<file path="config.mk">
export PLATFORM = sky130hd
export DESIGN_NAME = wrinv_burst_splitter
export DESIGN_NICKNAME = d
export VERILOG_FILES = /design/src/rtl/wrinv_pkg.sv /design/src/rtl/wrinv_line_decode.sv /design/src/rtl/wrinv_chunk_calc.sv /design/src/rtl/wrinv_burst_splitter.sv
export SDC_FILE = /design/constraint.sdc
export NUM_CORES = 1
export LEC_CHECK = 0
export BUFFER_PORTS_ARGS = -buffer_cell sky130_fd_sc_hd__buf_2
export CORE_AREA = 5 5 107 109
export DETAILED_ROUTE_END_ITERATION = 16
export DIE_AREA = 0 0 112 114
export PLACE_DENSITY = 0.76
export SETUP_SLACK_MARGIN = 0.5
export SLEW_MARGIN = 10
export SYNTH_ARGS = -nofsm -noshare
export SYNTH_HDL_FRONTEND = slang
export SYNTH_HIERARCHICAL = 1
export SYNTH_SLANG_ARGS = --single-unit
</file>
<file path="constraint.sdc">
create_clock -name clk_i -period 11.8 [get_ports clk_i]
set_clock_uncertainty 0.2 [all_clocks]
set_input_delay 1.18 -clock clk_i [delete_from_list [all_inputs] [get_ports clk_i]]
set_output_delay 1.18 -clock clk_i [all_outputs]
set_load 0.02 [all_outputs]
</file>
<file path="src/rtl/wrinv_pkg.sv">
package wrinv_pkg;
  localparam logic [3:0] CMD_MEM_WR     = 4'b0111;
  localparam logic [3:0] CMD_MEM_WR_INV = 4'b1111;

  typedef enum logic [1:0] {
    SRC_DMA    = 2'd0,
    SRC_COPROC = 2'd1,
    SRC_CPU    = 2'd2,
    SRC_OTHER  = 2'd3
  } src_e;

  typedef struct packed {
    logic       mwi_ok;
    logic [4:0] line_words;
  } line_cfg_t;
endpackage

</file>
<file path="src/rtl/wrinv_line_decode.sv">
module wrinv_line_decode
  import wrinv_pkg::*;
#(
  parameter int LS_W = 8
) (
  input  logic [LS_W-1:0] line_size_i,
  input  logic            mwi_en_i,
  input  src_e            src_i,
  output line_cfg_t       cfg_o
);
  logic [4:0] lw;

  always_comb begin
    case (line_size_i)
      LS_W'(4):  lw = 5'd4;
      LS_W'(8):  lw = 5'd8;
      LS_W'(16): lw = 5'd16;
      default:   lw = 5'd0;
    endcase
    cfg_o.line_words = lw;
    cfg_o.mwi_ok     = mwi_en_i && (src_i == SRC_DMA) && (lw != 5'd0);
  end
endmodule

</file>
<file path="src/rtl/wrinv_chunk_calc.sv">
module wrinv_chunk_calc
  import wrinv_pkg::*;
#(
  parameter int LEN_W = 12
) (
  input  line_cfg_t        cfg_i,
  input  logic [3:0]       waddr_lo_i,
  input  logic [LEN_W-1:0] rem_i,
  output logic [LEN_W-1:0] chunk_len_o,
  output logic [3:0]       cmd_o
);
  logic [3:0]       mask;
  logic [3:0]       off;
  logic [LEN_W-1:0] to_bound;
  logic [LEN_W-1:0] lw_ext;

  always_comb begin
    mask     = cfg_i.line_words[3:0] - 4'd1;
    off      = waddr_lo_i & mask;
    lw_ext   = LEN_W'(cfg_i.line_words);
    to_bound = lw_ext - LEN_W'(off);
    cmd_o       = CMD_MEM_WR;
    chunk_len_o = rem_i;
    if (cfg_i.mwi_ok) begin
      if (off != 4'd0) begin
        // head piece: stop at next line boundary
        chunk_len_o = (rem_i < to_bound) ? rem_i : to_bound;
      end else if (rem_i >= lw_ext) begin
        chunk_len_o = lw_ext;
        cmd_o       = CMD_MEM_WR_INV;
      end
    end
  end
endmodule

</file>
<file path="src/rtl/wrinv_burst_splitter.sv">
module wrinv_burst_splitter
  import wrinv_pkg::*;
#(
  parameter int ADDR_W = 30,
  parameter int LEN_W  = 12,
  parameter int LS_W   = 8
) (
  input  logic              clk_i,
  input  logic              rst_ni,
  input  logic              req_valid_i,
  output logic              req_ready_o,
  input  logic [ADDR_W-1:0] req_waddr_i,
  input  logic [LEN_W-1:0]  req_len_i,
  input  logic [1:0]        req_src_i,
  input  logic [LS_W-1:0]   line_size_i,
  input  logic              mwi_en_i,
  output logic              desc_valid_o,
  input  logic              desc_ready_i,
  output logic [ADDR_W-1:0] desc_waddr_o,
  output logic [LEN_W-1:0]  desc_len_o,
  output logic [3:0]        desc_cmd_o,
  output logic              done_o
);
  logic              busy_q, done_q;
  logic [ADDR_W-1:0] waddr_q;
  logic [LEN_W-1:0]  rem_q;
  logic [LS_W-1:0]   ls_q;
  logic              en_q;
  src_e              src_q;
  line_cfg_t         cfg;
  logic [LEN_W-1:0]  chunk_len;
  logic [3:0]        chunk_cmd;
  logic              accept, fire, last;

  wrinv_line_decode #(.LS_W(LS_W)) u_decode (
    .line_size_i (ls_q),
    .mwi_en_i    (en_q),
    .src_i       (src_q),
    .cfg_o       (cfg)
  );

  wrinv_chunk_calc #(.LEN_W(LEN_W)) u_chunk (
    .cfg_i       (cfg),
    .waddr_lo_i  (waddr_q[3:0]),
    .rem_i       (rem_q),
    .chunk_len_o (chunk_len),
    .cmd_o       (chunk_cmd)
  );

  assign req_ready_o  = !busy_q;
  assign accept       = req_valid_i && !busy_q;
  assign desc_valid_o = busy_q;
  assign fire         = busy_q && desc_ready_i;
  assign last         = (rem_q == chunk_len);
  assign desc_waddr_o = waddr_q;
  assign desc_len_o   = chunk_len;
  assign desc_cmd_o   = chunk_cmd;
  assign done_o       = done_q;

  always_ff @(posedge clk_i or negedge rst_ni) begin
    if (!rst_ni) begin
      busy_q  <= 1'b0;
      done_q  <= 1'b0;
      waddr_q <= '0;
      rem_q   <= '0;
      ls_q    <= '0;
      en_q    <= 1'b0;
      src_q   <= SRC_DMA;
    end else begin
      done_q <= (fire && last) || (accept && (req_len_i == '0));
      if (accept) begin
        busy_q  <= (req_len_i != '0);
        waddr_q <= req_waddr_i;
        rem_q   <= req_len_i;
        ls_q    <= line_size_i;
        en_q    <= mwi_en_i;
        src_q   <= src_e'(req_src_i);
      end else if (fire) begin
        waddr_q <= waddr_q + ADDR_W'(chunk_len);
        rem_q   <= rem_q - chunk_len;
        if (last) busy_q <= 1'b0;
      end
    end
  end

  // invalidate chunks are whole aligned lines
  a_r2_inv_whole_line: assert property (@(posedge clk_i) disable iff (!rst_ni)
    desc_valid_o && desc_cmd_o == CMD_MEM_WR_INV |->
      ((desc_waddr_o[3:0] & (cfg.line_words[3:0] - 4'd1)) == 4'd0) &&
      (desc_len_o == LEN_W'(cfg.line_words)));

  // invalidate only for DMA, enabled, legal size
  a_r7_inv_gate: assert property (@(posedge clk_i) disable iff (!rst_ni)
    desc_valid_o && desc_cmd_o == CMD_MEM_WR_INV |->
      en_q && src_q == SRC_DMA &&
      (ls_q == LS_W'(4) || ls_q == LS_W'(8) || ls_q == LS_W'(16)));

  a_r8_len_nonzero: assert property (@(posedge clk_i) disable iff (!rst_ni)
    desc_valid_o |-> desc_len_o != '0 && desc_len_o <= rem_q);

  a_r8_cmd_legal: assert property (@(posedge clk_i) disable iff (!rst_ni)
    desc_valid_o |-> desc_cmd_o == CMD_MEM_WR || desc_cmd_o == CMD_MEM_WR_INV);

  a_r9_hold: assert property (@(posedge clk_i) disable iff (!rst_ni)
    desc_valid_o && !desc_ready_i |=>
      desc_valid_o && $stable(desc_waddr_o) && $stable(desc_len_o) && $stable(desc_cmd_o));

  a_r10_done_idle: assert property (@(posedge clk_i) disable iff (!rst_ni)
    done_o |-> !desc_valid_o);

  a_r11_busy_blocks: assert property (@(posedge clk_i) disable iff (!rst_ni)
    desc_valid_o |-> !req_ready_o);

  a_r11_cfg_held: assert property (@(posedge clk_i) disable iff (!rst_ni)
    desc_valid_o && $past(desc_valid_o) |-> $stable(ls_q) && $stable(en_q) && $stable(src_q));
endmodule

</file>
==> flow_summary.yaml <==
grt:
  grt_max_degree: 56
  grt_pass1_wl_um: 21600
  grt_use_total_pct: 20.48
  overflow: 0
  first_global_vias: 4452
  antenna_found_initial: 0
synth:
  synthXorXnorAreaFrac_pct: 6.838
  ys_async_sr_fraction_pct: 100.0
  yosys.area_share.adder_pct: 12.34
  synth_top_family_by_area: "compound AO/OA/AOI/OAI gates"
  netlist_instances: 544
  synth_edf_count: 0
  synth.most_common_cell: "nand2_1"
  synth_area_leader_cell: "dfrtp_1"
  syn_avg_cell_area_sq_um: 8.241
  synthFlopType: "dfrtp_1"
  yosys.area_share.simple_pct: 20.65
  ys_top_cells_by_count: "nand2_1 (79), dfrtp_1 (55), ha_1 (41), o21ai_0 (38), inv_1 (37)"
  yosys-top-cells-area: "dfrtp_1 (31%), ha_1 (11%), nand2_1 (6.6%)"
  synth_compound_area_share_pct: 23.36
  synth.distinct_cells: 62
  yosysSeqAreaShare_pct: 30.70
  synth-seq-cells: 55
  synthMuxAreaShare_pct: 0.9210
  synth_top_cell_area_share_pct: 30.70
  syn_area_sq_um: 4483
  yosysWarningCount: 6
timing:
  rsz0062_at_grt: "false"
  whs_ns: 0.2937
  worst_slew_pin_slew_ns: 1.079
  setup_slack_ns: 4.606
  relSlewSlack_pct: 28.06
  final_max_slew_viol_count: 0
  hold_viol_final: 0
  period_minus_slack_ns: 7.194
  fmax_ghz: 0.1390
  final_min_period_over_clock_period_pct: 60.97
  finalSetupTns_ns: 0
  setup_violations: 0
floorplan:
  die_h_um: 114
  dieArea_sq_um: 12770
  die_w_um: 112
  start_util_pct: 42.66
  num_io_pins: 106
  design.core.area_sq_um: 10510
  rows: 38
pwr:
  total_power_mw: 1.649
  powerDensity_nw_per_um2: 315.9
  peakVddDrop_v: 0.0001544
  power_leakage_nw: 2.494
detailed_routing:
  drt_iter0_drc: 381
  drc_errors: 0
  wire_per_inst_um: 16.59
  vias: 4467
  routed_wl_um: 12990
  ant_nets: 0
  firstDrtPassIters: 5
  vias_per_cell: 5.705
cts:
  tritoncts: "built"
  cts_setup_buffers: 0
  clock-root-buffer: "clkbuf_8"
  h-tree-depth: 2
  cts_hold_buf: 0
  cts_sinks: 55
  clk_pin_slew_ns: 0.11
  cts_resized: 0
  clk_latency_ns: 0.33
  clk_path_buf_depth: 2
  cts_made_buffers: 5
finish:
  area_growth_pct: 16.44
  layout.cells.non_filler: 783
  design_area_sq_um: 5220
  final_nets: 742
  diodes: 0
  post-route-util_pct: 49.68
  drive_gt1_share_pct: 19.13
  n_fill_cell: 986
place:
  pre_cts_ws_ns: 4.644
  postPlaceCellArea_sq_um: 5131
  gp_congestion: 0.8856
  hpwl_um: 10070
  dp_cells: 775
  io_buffers: 102
setup_path:
  cp-end-kind: "register"
  start_kind: "register"
  critPathKind: "register to register"
  r2r_cells: 22
  regToRegSetupSlack_ns: 4.61
  path_max_fanout: 9
  arrival_ns: 7.19
  crit_required_ns: 11.80
run_status:
  outcome: "completed"
job:
  max_cap_violations: 0
hold_path:
  hp-class: "register to register"
  min_path_cells: 2
==> metal layers <==
| layer | wire length [um] | track usage [%] | vias to the layer above |
|---|---|---|---|
| met5 | 0 | 0 | - |
| met4 | 299 | 6.250 | 0 |
| met3 | 852 | 4.456 | 30 |
| met1 | 5806 | 27.25 | 2106 |
| met2 | 6031 | 33.57 | 166 |
| li1 | - | - | 2165 |
==> state kept, by name, summed over array words and instances (netlist names) <==
register	flops
rem_q	12
done_o	1
en_q	1
src_q	2
desc_valid_o	1
desc_waddr_o	30
ls_q	8
==> power by group <==
part	internal [mW]	total (mW)	switching (mW)
combinational	0.468	1.13	0.666
clock	0.0429	0.113	0.0703
sequential	0.280	0.402	0.122
==> worst max-delay path: stages (launching register included) <==
cell and delay [ns]:
dfrtp_1 0.40, or4_4 0.56, nor4_1 0.79, nor3_1 0.23, and2_1 0.22, o311ai_0 0.31
o21ai_0 0.19, xnor2_1 0.19, ha_1 0.32, nand2_1 0.05, nor3_1 0.18, o311a_1 0.19
a211o_1 0.22, o21ai_0 0.17, a221oi_1 0.95, ha_1 0.42, a211oi_1 0.37, nor2_1 0.12
o2111ai_1 0.36, a311oi_4 0.24, nand3_1 0.15, xor2_1 0.16, o21ai_1 0.08
==> cells by family after synthesis <==
logic type               Yosys count
multiplexers                       4
AO/OA/AOI/OAI                    158
buffers and inverters             55
XOR/XNOR                          35
flip-flops                        55
AND/OR/NAND/NOR                  192
adder cells (fa/ha/maj)           43
other                              2
==> cells in the final DEF (no fill, tap or decap), drive strengths merged, types with 6 or more instances in the layout <==
cell type / n
ha: 41
nor3: 8
o22ai: 6
nand2: 79
and3: 10
nand3: 17
clkbuf: 6
xnor2: 8
buf: 106
a22oi: 14
nand4: 6
nand2b: 10
a21o: 7
nor4: 8
o21a: 6
nor2: 31
dfrtp: 55
a21oi: 34
o21ai: 46
xor2: 27
inv: 38
==> area by class of cell <==
| cell class | count | area, sq um | share of cell area (%) |
|---|---|---|---|
| Multi-Input combinational cell | 437 | 2900 | 55.56 |
| Inverter | 37 | 138.9 | 2.661 |
| Timing Repair Buffer | 106 | 540.5 | 10.35 |
| Clock buffer | 6 | 72.57 | 1.390 |
| Sequential cell | 55 | 1376 | 26.37 |
| Tap cell | 140 | 175.2 | 3.356 |
| Clock inverter | 2 | 16.27 | 0.3116 |
==> final timing paths <==
check	startpoint	endpoint
worst max-delay path	ls_q[7]$_DFFE_PN0P_	desc_waddr_o[17]$_DFFE_PN0P_
worst min-delay path	en_q$_DFFE_PN0P_	en_q$_DFFE_PN0P_
worst max register to register	ls_q[7]$_DFFE_PN0P_	desc_waddr_o[17]$_DFFE_PN0P_
worst min register to register	en_q$_DFFE_PN0P_	en_q$_DFFE_PN0P_
max in group asynchronous	rst_ni	ls_q[5]$_DFFE_PN0P_
min in group asynchronous	rst_ni	rem_q[6]$_DFFE_PN0P_
No activity file was read; power rests on OpenSTA's default activity.
